$ cat src/rtl/eth_txs_pkg.sv
package eth_txs_pkg;

  // status bit positions decoded by the descriptor writer
  localparam int unsigned B_GOOD  = 0;
  localparam int unsigned B_UNDF  = 4;
  localparam int unsigned B_SQE   = 5;
  localparam int unsigned B_CARR  = 6;
  localparam int unsigned B_LATE  = 7;
  localparam int unsigned B_EXCOL = 8;
  localparam int unsigned B_MCOL  = 9;
  localparam int unsigned B_SCOL  = 10;
  localparam int unsigned B_DEFER = 11;
  localparam int unsigned B_TOP   = 11;

  typedef enum logic [1:0] {
    ST_IDLE,
    ST_SEND,
    ST_BACKOFF,
    ST_SQE
  } txs_state_e;

  typedef struct packed {
    logic defer;
    logic scol;
    logic mcol;
    logic excol;
    logic late;
    logic carr;
    logic sqe;
    logic undf;
    logic good;
  } txs_flags_t;

endpackage

$ cat src/rtl/eth_txs_tick_cnt.sv
module eth_txs_tick_cnt #(
  parameter int unsigned LIMIT = 512,
  localparam int unsigned CW = $clog2(LIMIT + 1)
) (
  input  logic clk_i,
  input  logic rst_ni,
  input  logic clr_i,
  input  logic en_i,
  output logic reached_o
);

  logic [CW-1:0] cnt_q;

  assign reached_o = (cnt_q >= CW'(LIMIT));

  // saturates at LIMIT so the compare stays valid for long frames
  always_ff @(posedge clk_i or negedge rst_ni) begin
    if (!rst_ni)                 cnt_q <= '0;
    else if (clr_i)              cnt_q <= '0;
    else if (en_i && !reached_o) cnt_q <= cnt_q + 1'b1;
  end

endmodule

$ cat src/rtl/eth_txs_col_track.sv
module eth_txs_col_track #(
  parameter int unsigned LIM_W = 5,
  localparam int unsigned CNT_W = LIM_W + 1
) (
  input  logic             clk_i,
  input  logic             rst_ni,
  input  logic             clr_i,
  input  logic             arm_i,
  input  logic             inc_i,
  input  logic             col_i,
  input  logic [LIM_W-1:0] limit_i,
  output logic             hit_o,
  output logic [CNT_W-1:0] cnt_o,
  output logic             over_o
);

  logic             col_q;
  logic [CNT_W-1:0] cnt_q;
  logic [CNT_W:0]   cnt_nxt;

  assign hit_o   = arm_i & col_i & ~col_q;
  assign cnt_nxt = {1'b0, cnt_q} + 1'b1;
  assign over_o  = cnt_nxt > {2'b00, limit_i};
  assign cnt_o   = cnt_q;

  always_ff @(posedge clk_i or negedge rst_ni) begin
    if (!rst_ni) col_q <= 1'b0;
    else         col_q <= col_i;
  end

  always_ff @(posedge clk_i or negedge rst_ni) begin
    if (!rst_ni)                  cnt_q <= '0;
    else if (clr_i)               cnt_q <= '0;
    else if (inc_i && !(&cnt_q))  cnt_q <= cnt_q + 1'b1;
  end

endmodule

$ cat src/rtl/eth_tx_status.sv
module eth_tx_status
  import eth_txs_pkg::*;
#(
  parameter int unsigned LATE_WIN = 512,
  parameter int unsigned SQE_WIN  = 16,
  parameter int unsigned RETRY_W  = 5,
  parameter int unsigned STAT_W   = 16
) (
  input  logic               clk_i,
  input  logic               rst_ni,
  input  logic               tx_start_i,
  input  logic               tx_active_i,
  input  logic               tx_end_i,
  input  logic               bit_tick_i,
  input  logic               col_i,
  input  logic               crs_i,
  input  logic               underflow_i,
  input  logic               defer_i,
  input  logic               full_duplex_i,
  input  logic [RETRY_W-1:0] retry_limit_i,
  output logic [STAT_W-1:0]  stat_o,
  output logic               stat_valid_o
);

  localparam int unsigned CNT_W = RETRY_W + 1;

  txs_state_e       st_q, st_d;
  logic             act_q, act_rise, half;
  logic             defer_f, carr_f;
  logic             win_late, sqe_late;
  logic             col_hit, col_over, col_inc;
  logic [CNT_W-1:0] col_cnt;
  logic             emit;
  txs_flags_t       fl;
  logic [STAT_W-1:0] stat_d, stat_q;
  logic             valid_q;

  assign half     = ~full_duplex_i;
  assign act_rise = tx_active_i & ~act_q;

  eth_txs_tick_cnt #(.LIMIT(LATE_WIN)) u_win (
    .clk_i    (clk_i),
    .rst_ni   (rst_ni),
    .clr_i    (tx_start_i | ((st_q == ST_BACKOFF) & act_rise)),
    .en_i     ((st_q == ST_SEND) & bit_tick_i),
    .reached_o(win_late)
  );

  eth_txs_tick_cnt #(.LIMIT(SQE_WIN)) u_sqe (
    .clk_i    (clk_i),
    .rst_ni   (rst_ni),
    .clr_i    (st_q != ST_SQE),
    .en_i     ((st_q == ST_SQE) & bit_tick_i),
    .reached_o(sqe_late)
  );

  assign col_inc = col_hit & ~win_late & ~col_over & ~underflow_i;

  eth_txs_col_track #(.LIM_W(RETRY_W)) u_col (
    .clk_i  (clk_i),
    .rst_ni (rst_ni),
    .clr_i  (tx_start_i),
    .arm_i  ((st_q == ST_SEND) & half),
    .inc_i  (col_inc),
    .col_i  (col_i),
    .limit_i(retry_limit_i),
    .hit_o  (col_hit),
    .cnt_o  (col_cnt),
    .over_o (col_over)
  );

  always_comb begin
    st_d = st_q;
    emit = 1'b0;
    fl   = '0;
    unique case (st_q)
      ST_SEND: begin
        if (underflow_i) begin
          emit    = 1'b1;
          fl.undf = 1'b1;
        end else if (col_hit) begin
          if (win_late) begin
            emit    = 1'b1;
            fl.late = 1'b1;
          end else if (col_over) begin
            emit     = 1'b1;
            fl.excol = 1'b1;
          end else begin
            st_d = ST_BACKOFF;
          end
        end else if (tx_end_i) begin
          if (half) st_d = ST_SQE;
          else begin
            emit    = 1'b1;
            fl.good = 1'b1;
          end
        end
      end
      ST_BACKOFF: if (act_rise) st_d = ST_SEND;
      ST_SQE: begin
        if (col_i) begin
          emit    = 1'b1;
          fl.good = 1'b1;
        end else if (sqe_late) begin
          emit    = 1'b1;
          fl.good = 1'b1;
          fl.sqe  = 1'b1;
        end
      end
      default: ;
    endcase
    if (emit) begin
      st_d     = ST_IDLE;
      fl.scol  = fl.good & (col_cnt == CNT_W'(1));
      fl.mcol  = fl.good & (col_cnt > CNT_W'(1));
      fl.carr  = carr_f;
      fl.defer = defer_f & half;
    end
    if (tx_start_i) st_d = ST_SEND;
  end

  always_comb begin
    stat_d          = '0;
    stat_d[B_GOOD]  = fl.good;
    stat_d[B_UNDF]  = fl.undf;
    stat_d[B_SQE]   = fl.sqe;
    stat_d[B_CARR]  = fl.carr;
    stat_d[B_LATE]  = fl.late;
    stat_d[B_EXCOL] = fl.excol;
    stat_d[B_MCOL]  = fl.mcol;
    stat_d[B_SCOL]  = fl.scol;
    stat_d[B_DEFER] = fl.defer;
  end

  always_ff @(posedge clk_i or negedge rst_ni) begin
    if (!rst_ni) begin
      st_q    <= ST_IDLE;
      act_q   <= 1'b0;
      defer_f <= 1'b0;
      carr_f  <= 1'b0;
      stat_q  <= '0;
      valid_q <= 1'b0;
    end else begin
      st_q    <= st_d;
      act_q   <= tx_active_i;
      valid_q <= emit;
      if (emit) stat_q <= stat_d;
      if (tx_start_i) begin
        defer_f <= defer_i;
        carr_f  <= 1'b0;
      end else begin
        if (((st_q == ST_SEND) || (st_q == ST_BACKOFF)) && defer_i) defer_f <= 1'b1;
        if ((st_q == ST_SEND) && half && tx_active_i && !crs_i)    carr_f  <= 1'b1;
      end
    end
  end

  assign stat_o       = stat_q;
  assign stat_valid_o = valid_q;

endmodule

$ cat config.mk
export PLATFORM = sky130hd
export DESIGN_NAME = eth_tx_status
export DESIGN_NICKNAME = d
export VERILOG_FILES = /design/src/rtl/eth_txs_pkg.sv /design/src/rtl/eth_txs_tick_cnt.sv /design/src/rtl/eth_txs_col_track.sv /design/src/rtl/eth_tx_status.sv
export SDC_FILE = /design/constraint.sdc
export NUM_CORES = 1
export LEC_CHECK = 0
export ABC_AREA = 1
export BUFFER_PORTS_ARGS = -buffer_cell sky130_fd_sc_hd__buf_4
export CORE_UTILIZATION = 50
export CTS_CLUSTER_SIZE = 8
export DETAILED_ROUTE_END_ITERATION = 12
export PLACE_DENSITY_LB_ADDON = 0.2
export REMOVE_ABC_BUFFERS = 1
export SYNTH_ARGS = -nofsm -noshare
export SYNTH_HDL_FRONTEND = slang
export SYNTH_SLANG_ARGS = --single-unit
$ cat constraint.sdc
create_clock -name clk_i -period 3 [get_ports clk_i]
set_input_delay 0.45 -clock clk_i [delete_from_list [all_inputs] [get_ports clk_i]]
set_output_delay 0.45 -clock clk_i [all_outputs]
set_load 0.01 [all_outputs]
---- Word level (Yosys, flattened, before mapping) ----
Cells that the tools add are included.
cells by class
  muxes and demuxes ....................... 41
  equal/unequal tests ..................... 11
  $lt $le $gt $ge ......................... 4
  add/sub/neg operators ................... 4
  reduce and logical (&&, ||, !) cells .... 20
  bitwise logic cells ..................... 20
operator list
  cell                                                            number
  two-way mux 2 bit                                               12
  two-way mux 1 bit                                               20
  two-way mux 10 bit                                              2
  inequality test 5 bit (second input constant)                   4
  AND 1 bit                                                       13
  two-way mux 6 bit                                               2
  adder 10 x 1 -> 10 bit (second input constant)                  1
  greater-or-equal comparator 10 bit (second input constant)      1
  two-way mux 5 bit                                               2
  nonzero test 2 bit                                              5
  inequality test 4 bit (second input constant)                   2
  adder 6 x 1 -> 7 bit (second input constant)                    1
  greater-than comparator 7 x 5 -> 1 bit                          1
  logical AND 1 bit                                               7
  AND reduction 7 bit                                             1
  adder 6 x 1 -> 6 bit (second input constant)                    1
  equality test 6 x 1 -> 1 bit (second input constant)            1
  greater-than comparator 6 x 1 -> 1 bit (second input constant)  1
  inverter 1 bit                                                  6
  AND reduction 6 bit                                             1
  adder 5 x 1 -> 5 bit (second input constant)                    1
  greater-or-equal comparator 5 bit (second input constant)       1
  equality test 2 bit (second input constant)                     2
  zero test 1 bit                                                 4
  7 further kinds                                                 8
word-level totals
  input port bits ......................... 16
  register bits after elaboration ......... 37
  output and inout bits ................... 17
  logic and storage cells ................. 110

---- Depth between registers and ports, before layout ----
Gate-level depths: netlist (run 1).
  depth after elaboration ................. 10
  gate-level depth with buffers ........... 18

---- Modules after synthesis ----
From an unflattened synthesis (run 1), not the netlist that was laid out.
unflattened totals
  cells, all modules ...................... 295
  area total of the unflattened synthesis .. 2321.0 um2
modules (own cells, without submodules)
  module                    instances  area an instance (um2)  cells an instance
  eth_tx_status             1          892.1                   110
  eth_txs_tick_cnt (u_win)  1          586.8                   79
  eth_txs_col_track         1          553.0                   74
  eth_txs_tick_cnt (u_sqe)  1          289.0                   32

---- Worst setup path before layout (run 1) ----
Ideal clock, no wire load.
  path type ............................... reg2reg
  start point ............................. reg u_col.cnt_q[0] (netlist: u_col.cnt_o[0])
  end point ............................... reg st_q[1]
  library setup time ...................... 0.118 ns
  slack ................................... 0.878 ns
  period minus slack after synthesis ...... 2.122 ns
  stages on the path, launching flop included .. 18
  data arrival time ....................... 2.005 ns
  cells stage by stage .................... dfrtp_1 -> ha_1 -> nand3_1 -> xor2_1 -> inv_1 -> ha_1 -> nand2_1 -> inv_1 -> nand2_1 -> nand2_1 -> nand2_1 -> nand3_2 -> nand2_2 -> nand2_4 -> inv_8 -> nand2_4 -> nand3_1 -> nand2_1
on the way
  longest elaborated chain between the ends .. 9
  elaborated cells between the ends (all ways) .. 17
  classes of those cells .................. 1 x add/sub; 1 x order compare; 6 x eq/ne; 7 x mux; 2 x reduce/logical
RTL lines
  item                                                                       RTL line                 source
  start: declaration                                                         eth_txs_col_track.sv:18  logic [CNT_W-1:0] cnt_q;
  start signal: assignment                                                   eth_txs_col_track.sv:34  else if (inc_i && !(&cnt_q)) cnt_q <= cnt_q + 1'b1;
  adder 6 x 1 -> 7 bit *                                                     eth_txs_col_track.sv:22  assign cnt_nxt = {1'b0, cnt_q} + 1'b1;
  greater-than comparator 7 x 5 -> 1 bit *                                   eth_txs_col_track.sv:23  assign over_o = cnt_nxt > {2'b00, limit_i};
  two-way mux 1 bit *                                                        eth_tx_status.sv:85      end else if (col_over) begin
  two-way mux 1 bit *                                                        eth_tx_status.sv:82      if (win_late) begin
  two-way mux 1 bit *                                                        eth_tx_status.sv:81      end else if (col_hit) begin
  two-way mux 1 bit *                                                        eth_tx_status.sv:78      if (underflow_i) begin
  one-hot mux 1 bit (2 select lines) *                                       eth_tx_status.sv:76      unique case (st_q)
  net emit                                                                   eth_tx_status.sv:33      logic emit;
  inequality test 5 bit (no source line), or another cell as far along       n/a
  AND reduction 7 bit (no source line) or two-way mux 2 bit (tied branches)  n/a
  end signal: assignment                                                     eth_tx_status.sv:144     st_q <= st_d;
  end: declaration                                                           eth_tx_status.sv:27      txs_state_e st_q, st_d;
The timed path passes the listed nets; every way through them passes the cells marked *.
A chain may end at the register's enable or synchronous reset.

---- Final worst setup path (run 1) ----
  start point ............................. reg u_col.cnt_q[0] (netlist: u_col.cnt_o[0])
  end point ............................... reg u_col.cnt_q[1] (netlist: u_col.cnt_o[1])
on the way
  longest elaborated chain between the ends .. 7
  elaborated cells between the ends (all ways) .. 12
  classes of those cells .................. 2 x add/sub; 1 x order compare; 2 x mux; 3 x bitwise; 4 x reduce/logical
RTL lines
  item                                    RTL line                 source
  adder 6 x 1 -> 7 bit                    eth_txs_col_track.sv:22
  greater-than comparator 7 x 5 -> 1 bit  eth_txs_col_track.sv:23
  inverter 1 bit                          eth_tx_status.sv:57      assign col_inc = col_hit & ~win_late & ~col_over & ~underflow_i;
  AND 1 bit (2 in a row)                  eth_tx_status.sv:57
  logical AND 1 bit                       eth_txs_col_track.sv:34
  nonzero test 2 bit (no source line)     n/a
Several ways; a longest one is shown, not always the timed one. The select of a mux whose other input is x is not followed.

==> results.json, run 1 <==
{
  "outcome": "completed",
  "clk_pin_slew_ns": 0.08,
  "io_buffers": 25,
  "core_area_sq_mm": 0.00406,
  "ir_drop_uv": 397,
  "hpwl_microns": 3070,
  "finalCritPeriodShare_pct": 81.3,
  "required_ns": 3.21,
  "antenna_found_initial": 0,
  "synth_seq_area_share_pct": 42.9,
  "crit_type": "register to register",
  "endpoint_kind": "register",
  "grt_usage_pct": 20.2,
  "fp.dieArea_sq_mm": 0.00458,
  "synthCells": 267,
  "wire_per_inst_microns": 11.7,
  "finalHoldViolCount": 0,
  "syn_to_final_growth_pct": 15.5,
  "grt_max_degree": 38,
  "grt_pass1_vias": 1558,
  "die_w_microns": 67.7,
  "wl_microns": 4060,
  "cap_violations": 0,
  "cts_tree": "built",
  "setup_tns_ns": 0,
  "ys_warn_count": 0,
  "drive_above_1_share_pct": 15.5,
  "cts.path.max_buffers": 2,
  "nets": 328,
  "power_frac_clock_pct": 30.3,
  "syn_area_sq_mm": 0.00216,
  "cts_sinks": 37,
  "powerDensity_mw_per_mm2": 669,
  "placed_cells": 339,
  "synth_edf_count": 0,
  "synth_top_cell_area_share_pct": 42.9,
  "yosys-top-cells-count": "50 x inv_1, 49 x nand2_1, 37 x dfrtp_1",
  "gp_congestion": 0.824,
  "utilization_pct": 61.4,
  "ant_nets": 0,
  "overflow": 0,
  "switching_power_w": 0.000560,
  "dr.pass1.iters": 4,
  "ios": 33,
  "worstMarginPinSlew_ns": 0.545,
  "start_util_pct": 53.2,
  "drcViolationCount": 0,
  "max_slew_margin_pct": 63.4,
  "cell_internal_pwr_w": 0.00111,
  "min_period_ns": 2.44,
  "async_flop_share_pct": 100,
  "cts_setup_buffers": 0,
  "synthTopCellsByArea": "dfrtp_1 43%, ha_1 9.3%, inv_1 8.7%",
  "swShare_pct": 33.6,
  "syn_area_per_cell_sq_um": 8.08,
  "htree_num_levels": 2,
  "cp_max_fo": 11,
  "routed-via-count": 1720,
  "comb_power_share_pct": 31.2,
  "ys.flop_type": "dfrtp_1",
  "synth_top_area_cell": "dfrtp_1",
  "finalSetupViolCount": 0,
  "grt_pass1_wl_microns": 6810,
  "start_kind": "register",
  "yosysMostFrequentCell": "inv_1",
  "seq_power_share_pct": 38.5,
  "skew_ns": 0.0125,
  "synth.distinct_cells": 31,
  "clk_latency_ns": 0.29,
  "fp-row-count": 23,
  "drv_slew": 0,
  "holdBufCountCts": 0,
  "hold_path.class": "input pin to asynchronous set/reset pin",
  "leakage_nw": 1.34,
  "numCtsBuffers": 5,
  "die_h_microns": 67.7,
  "stdcell_count": 347,
  "crit_arrival_ns": 2.65,
  "antenna_cells": 0,
  "drt-initial-drc-count": 95,
  "cts-root-buf": "clkbuf_8",
  "ys_ff_latch": 37,
  "post_cts_resize_count": 0,
  "fmaxAchievable_ghz": 0.410,
  "rsz0062_at_grt": "false",
  "vias_per_cell": 4.96
}
sequential cells by signal, indices dropped and copies added, names as in the netlist, 2 cells and up:
signal / flops
u_win.cnt_q: 10
stat_o: 9
u_col.cnt_o: 6
u_sqe.cnt_q: 5
st_q: 2
per-layer routing:
metal	vias up	track usage, %	routed length, microns
li1	894	-	-
met1	787	26.3	2040
met2	37	31.7	1820
met3	2	5.74	175
met4	0	7.18	28
met5	-	0	0
per-stage QoR:
stage	total power, W	instance area (sq um)	setup WS (ns)	hold WS [ns]
floorplan	0.000990	2110	0.877	0.154
global placement	0.00117	2360	0.727	0.446
detailed placement	0.00117	2360	0.623	0.439
CTS	0.00168	2490	0.595	0.121
global route	0.00179	2490	0.321	0.137
finish	0.00167	2490	0.562	0.107
cell families after synthesis:
logic type | synth area share [%]
AND/OR/NAND/NOR | 23.9
buffers and inverters | 12.7
AO/OA/AOI/OAI | 9.80
flip-flops | 42.9
adder cells (fa/ha/maj) | 9.28
XOR/XNOR | 1.22
other | 0.174
cell usage in the layout, fill, tap and decap left out, drive strengths merged:
cell type	count
dfrtp	37
bufinv	2
nand2	53
xor2	3
nor4	3
a31oi	1
nor2	19
nand3b	1
nor3	9
ha	16
a221oi	1
inv	52
clkbuf	5
o21ai	20
o21bai	1
clkinv	1
a211oi	1
a22o	2
a21oi	11
nand3	26
conb	7
buf	25
nand4	1
worst max-delay path, cell delays in order, from the launching register on:
cell	delay (ns)
dfrtp_1	0.45
ha_1	0.25
nand3_1	0.12
xor2_1	0.17
inv_1	0.07
ha_1	0.29
a21oi_1	0.17
nand2_1	0.07
nand2_1	0.09
nand3_2	0.11
o21ai_2	0.36
nand3_1	0.13
o21ai_0	0.09
worst paths after layout:
| kind | from | to | slack, ns | cells past startpoint |
|---|---|---|---|---|
| min reg2reg | carr_f$_DFFE_PN0P_ | stat_o[6]$_DFFE_PN0P_ | 0.47 | 2 |
| min | rst_ni | u_sqe.cnt_q[2]$_DFFE_PN0P_ | 0.11 | 1 |
| max reg2reg | u_col.cnt_o[0]$_DFFE_PN0P_ | u_col.cnt_o[1]$_DFFE_PN0P_ | 0.56 | 12 |
| max | u_col.cnt_o[0]$_DFFE_PN0P_ | u_col.cnt_o[1]$_DFFE_PN0P_ | 0.56 | 12 |
| min in group clk_i | tx_active_i | act_q$_DFF_PN0_ | 0.28 | 1 |
| max in group asynchronous | rst_ni | u_col.cnt_o[2]$_DFFE_PN0P_ | 2.56 | 1 |
area by class of cell:
cell class                      instances  area (sq um)
Clock buffer                            5          68.8
Clock inverter                          3          65.1
Fill cell                             378          1570
Inverter                               52           203
Multi-Input combinational cell        175           980
Sequential cell                        37           926
Tap cell                               50          62.6
Timing Repair Buffer                   25           188
power by group through the flow:
stage / registers, W / logic [W] / clock network [W]
floorplan: 0.000654 / 0.000336 / 0
global placement: 0.000650 / 0.000516 / 0
detailed placement: 0.000651 / 0.000520 / 0
CTS: 0.000642 / 0.000523 / 0.000515
global route: 0.000652 / 0.000599 / 0.000535
finish: 0.000642 / 0.000520 / 0.000506
Power figures use the tool's default switching activity.
==> inputs of run 2 (changes only) <==
clock period = 2.2 ns   (was 3 ns; I/O delays follow)
==> results.json, run 2 (synthesis gave the netlist of run 1 again) <==
{
  "outcome": "finished, violations left",
  "violations": "negative hold slack, negative setup slack",
  "drive_above_1_share_pct": 24.7,
  "grt_pass1_vias": 1795,
  "crit_arrival_ns": 2.39,
  "holdBufCountCts": 0,
  "stdcell_count": 362,
  "leakage_nw": 1.40,
  "gp_congestion": 0.820,
  "largest_reg_flops": 10,
  "grt_max_degree": 38,
  "cts.path.max_buffers": 2,
  "start_kind": "register",
  "syn_to_final_growth_pct": 23.9,
  "final_cell_mix": "49 x inv_1, 42 x nand2_1, 38 x buf_4",
  "rsz0062_at_grt": "true",
  "grt_pass1_wl_microns": 7600,
  "wire_per_inst_microns": 12.9,
  "whs_ns": -0.0120,
  "antenna_cells": 0,
  "cp_max_fo": 4,
  "core_area_sq_mm": 0.00406,
  "finalSetupViolCount": 1,
  "final_common_cell": "inv_1",
  "cell_internal_pwr_w": 0.00140,
  "htree_num_levels": 2,
  "dpl-instance-area_sq_mm": 0.00242,
  "drv_slew": 0,
  "finalHoldViolCount": 19,
  "switching_power_w": 0.000878,
  "drt-initial-drc-count": 98,
  "die_w_microns": 67.7,
  "fill_cells": 360,
  "ios": 33,
  "ant_nets": 0,
  "powerDensity_mw_per_mm2": 853,
  "antenna_found_initial": 0,
  "drcViolationCount": 0,
  "start_util_pct": 53.2,
  "fmaxAchievable_ghz": 0.453,
  "worst_slack_ns": -0.00905,
  "required_ns": 2.38,
  "dr.pass1.iters": 4,
  "finalCritPeriodShare_pct": 100,
  "swShare_pct": 38.5,
  "ir_drop_uv": 518,
  "overflow": 0,
  "cts_sinks": 37,
  "comb_power_share_pct": 40.6,
  "nets": 343,
  "top_register": "u_win.cnt_q",
  "skew_ns": 0.00519,
  "io_buffers": 25,
  "clk_pin_slew_ns": 0.08,
  "power_frac_clock_pct": 20.6,
  "fp-row-count": 23,
  "die_h_microns": 67.7,
  "cts_tree": "built",
  "cts-root-buf": "clkbuf_8",
  "numCtsBuffers": 5,
  "fp.dieArea_sq_mm": 0.00458,
  "endpoint_kind": "register",
  "hpwl_microns": 3210,
  "wl_microns": 4670,
  "cap_violations": 0,
  "crit_type": "register to register",
  "placed_cells": 347,
  "hold_path.class": "input pin to asynchronous set/reset pin",
  "setup_tns_ns": -0.00905,
  "clk_latency_ns": 0.29,
  "routed-via-count": 1825,
  "vias_per_cell": 5.04,
  "min_period_ns": 2.21,
  "grt_usage_pct": 22.9,
  "stdcell_area_sq_mm": 0.00267,
  "seq_power_share_pct": 38.8
}
## run 2: area by class of cell
| cell class | count | area [sq um] | area share [%] |
|---|---|---|---|
| clock buffers | 6 | 72.6 | 2.72 |
| well taps | 50 | 62.6 | 2.34 |
| clock inverters | 2 | 10.0 | 0.375 |
| repair buffers | 39 | 297 | 11.1 |
| flip-flops and latches | 37 | 927 | 34.7 |
| multi-input cells | 175 | 1090 | 41.0 |
| repair inverters | 1 | 6.26 | 0.234 |
| inverters | 52 | 203 | 7.58 |
## run 2: power groups by stage
stage               Clock [W]  Sequential, W  Combinational (W)
CTS                  0.000479       0.000880           0.000829
global route         0.000506       0.000899            0.00103
global placement            0       0.000883           0.000747
detailed placement          0       0.000887           0.000762
finish               0.000469       0.000885           0.000925
floorplan                   0       0.000892           0.000459
## run 2: worst paths after layout
check	startpoint	to	slack, ns	cells after the start
min	rst_ni	u_win.cnt_q[4]$_DFFE_PN0P_	-0.01	1
min reg2reg	carr_f$_DFFE_PN0P_	stat_o[6]$_DFFE_PN0P_	0.49	2
max	u_col.cnt_o[0]$_DFFE_PN0P_	st_q[0]$_DFFE_PN0P_	-0.009	17
min in group clk_i	tx_active_i	act_q$_DFF_PN0_	0.16	1
max in group asynchronous	rst_ni	u_col.cnt_o[0]$_DFFE_PN0P_	1.86	1
max reg2reg	u_col.cnt_o[0]$_DFFE_PN0P_	st_q[0]$_DFFE_PN0P_	-0.009	17
## run 2: worst max-delay path, cell delays in order (launching register included)
cell and delay (ns):
dfrtp_2 0.44, ha_4 0.19, nand3_4 0.08, xor2_1 0.16, inv_1 0.10, ha_4 0.28, nand2_2 0.05, inv_2 0.05
nand2_1 0.04, nand2_1 0.08, nand2_2 0.08, nand3_4 0.08, nand2_4 0.08, buf_4 0.14, nand3_1 0.07, nand2_1 0.06
nand3_1 0.07, nand2_1 0.06
## run 2: per-stage QoR
step           setup WS [ns]  power [W]  util [%]
4_1_cts              0.00444    0.00219      63.6
2_1_floorplan         0.0767    0.00135         -
3_5_place_dp         -0.0360    0.00165      59.6
3_3_place_gp          0.0303    0.00163      59.6
6_report            -0.00905    0.00228      65.9
5_1_grt               -0.187    0.00243      65.9
## run 2: timing repair
| item | CTS | global route |
|---|---|---|
| setup buffers | 3 | 3 |
| setup endpoints to repair | 5 | 19 |
| gates cloned | 1 | 0 |
| pin swaps | 2 | 11 |
| gates resized for setup | 6 | 22 |
## run 2: routing by layer
| metal | GRT usage, % | share of wire [%] |
|---|---|---|
| met2 | 36.5 | 46 |
| met5 | 0 | 0 |
| met3 | 4.73 | 4.4 |
| met1 | 28.5 | 47 |
| met4 | 13.3 | 2.4 |
==> inputs of run 3 (changes only) <==
CTS_BUF_LIST = sky130_fd_sc_hd__clkbuf_8   (was not set)
==> results.json, run 3 (synthesis gave the netlist of run 1 again) <==
{
  "start_util_pct": 53.2,
  "crit_type": "register to register",
  "holdBufCountCts": 0,
  "placed_cells": 347,
  "cts.path.max_buffers": 2,
  "skew_ns": 0.00562,
  "rr_startpoint": "u_col.cnt_o[0]$_DFFE_PN0P_",
  "fmaxAchievable_ghz": 0.453,
  "routed-via-count": 1817,
  "cap_violations": 0,
  "violations": "negative hold slack, negative setup slack",
  "wire_per_inst_microns": 12.9,
  "nets": 343,
  "grt_pass1_wl_microns": 7600,
  "wl_microns": 4680,
  "core_area_sq_mm": 0.00406,
  "clk_latency_ns": 0.29,
  "dr.pass1.iters": 4,
  "drive_above_1_share_pct": 24.7,
  "ios": 33,
  "rrSetupSlack_ns": -0.009,
  "grt_pass1_vias": 1795,
  "endpoint_kind": "register",
  "worst_slack_ns": -0.00857,
  "stdcell_count": 362,
  "drv_slew": 0,
  "final_cell_mix": "50 x inv_1, 42 x nand2_1, 38 x buf_4",
  "overflow": 0,
  "outcome": "finished, violations left",
  "hold_path.class": "input pin to asynchronous set/reset pin",
  "hpwl_microns": 3210,
  "gp_congestion": 0.820,
  "drcViolationCount": 0,
  "io_buffers": 25,
  "syn_to_final_growth_pct": 23.9,
  "antenna_found_initial": 0,
  "rsz0062_at_grt": "true",
  "grt_max_degree": 38,
  "htree_num_levels": 2,
  "start_kind": "register",
  "finalSetupViolCount": 1,
  "cts_sinks": 37,
  "finalHoldViolCount": 19,
  "drt-initial-drc-count": 112,
  "cts-root-buf": "clkbuf_8",
  "finalCritPeriodShare_pct": 100,
  "utilization_pct": 65.9,
  "crit_arrival_ns": 2.39,
  "top_register": "u_win.cnt_q",
  "fp.dieArea_sq_mm": 0.00458,
  "whs_ns": -0.0144,
  "r2r_end": "st_q[0]$_DFFE_PN0P_",
  "die_h_microns": 67.7,
  "die_w_microns": 67.7,
  "final_common_cell": "inv_1",
  "clk_pin_slew_ns": 0.08,
  "largest_reg_flops": 10,
  "min_period_ns": 2.21,
  "antenna_cells": 0,
  "ff2ff_path_depth": 17,
  "required_ns": 2.38,
  "numCtsBuffers": 5,
  "grt_usage_pct": 22.9,
  "ant_nets": 0,
  "ir_drop_uv": 518,
  "cts_tree": "built",
  "leakage_nw": 1.40,
  "vias_per_cell": 5.02,
  "fp-row-count": 23,
  "powerDensity_mw_per_mm2": 852,
  "cp_max_fo": 4
}
run 3: worst max path at each step:
stage                                           from                  end  cells past startpoint
after floorplan           u_col.cnt_o[0]$_DFFE_PN0P_  st_q[1]$_DFFE_PN0P_                     17
after CTS                 u_col.cnt_o[1]$_DFFE_PN0P_  st_q[1]$_DFFE_PN0P_                     17
final                     u_col.cnt_o[0]$_DFFE_PN0P_  st_q[0]$_DFFE_PN0P_                     17
after global routing      u_col.cnt_o[0]$_DFFE_PN0P_  st_q[1]$_DFFE_PN0P_                     17
after detailed placement  u_col.cnt_o[0]$_DFFE_PN0P_  st_q[1]$_DFFE_PN0P_                     17
after global placement    u_col.cnt_o[0]$_DFFE_PN0P_  st_q[1]$_DFFE_PN0P_                     15
run 3: what timing repair did:
action | CTS | global route
pin swaps | 2 | 11
endpoints found under the setup margin | 5 | 19
buffers inserted | 3 | 3
gates cloned | 1 | 0
endpoints found under the hold margin | 0 | 0
gates resized for setup | 6 | 22
run 3: cell type report:
type,instances,area [sq um]
multi-input cells,175,1090
inverters,52,203
repair inverters,1,6.26
repair buffers,39,297
fillers,360,1390
well taps,50,62.6
clock buffers,5,68.8
clock inverters,3,13.8
flip-flops and latches,37,927
run 3: report_power, final:
| part | total, W | internal [W] | switching (W) | leakage [nW] |
|---|---|---|---|---|
| Clock | 0.000466 | 0.000215 | 0.000251 | 0.0491 |
| Sequential | 0.000885 | 0.000786 | 0.0000990 | 0.493 |
| Combinational | 0.000925 | 0.000395 | 0.000530 | 0.858 |
| Total | 0.00228 | 0.00140 | 0.000880 | 1.40 |
run 3: worst max-delay path, cell delays in order (launching register included):
cell and delay (ns):
dfrtp_2 0.44, ha_4 0.19, nand3_4 0.08, xor2_1 0.16, inv_1 0.10, ha_4 0.28, nand2_2 0.05, inv_2 0.05
nand2_1 0.04, nand2_1 0.08, nand2_2 0.08, nand3_4 0.08, nand2_4 0.08, buf_4 0.14, nand3_1 0.07, nand2_1 0.06
nand3_1 0.07, nand2_1 0.06
run 3: metal layers:
| layer | routed length, microns | track usage [%] |
|---|---|---|
| met1 | 2200 | 28.5 |
| met2 | 2180 | 36.5 |
| met3 | 223 | 4.73 |
| met4 | 82 | 13.3 |
| met5 | 0 | 0 |
run 3: metrics by stage:
step | total power (W) | TNS (ns) | instance area, sq um | setup WS [ns] | hold slack (ns)
after global placement | 0.00163 | 0 | 2420 | 0.0303 | 0.324
after global routing | 0.00243 | -1.99 | 2670 | -0.187 | 0.0318
after CTS | 0.00218 | 0 | 2580 | 0.00444 | 0.00702
after detailed placement | 0.00165 | -0.0589 | 2420 | -0.0360 | 0.327
final | 0.00228 | -0.00857 | 2670 | -0.00857 | -0.0144
after floorplan | 0.00135 | 0 | 2110 | 0.0767 | 0.0344
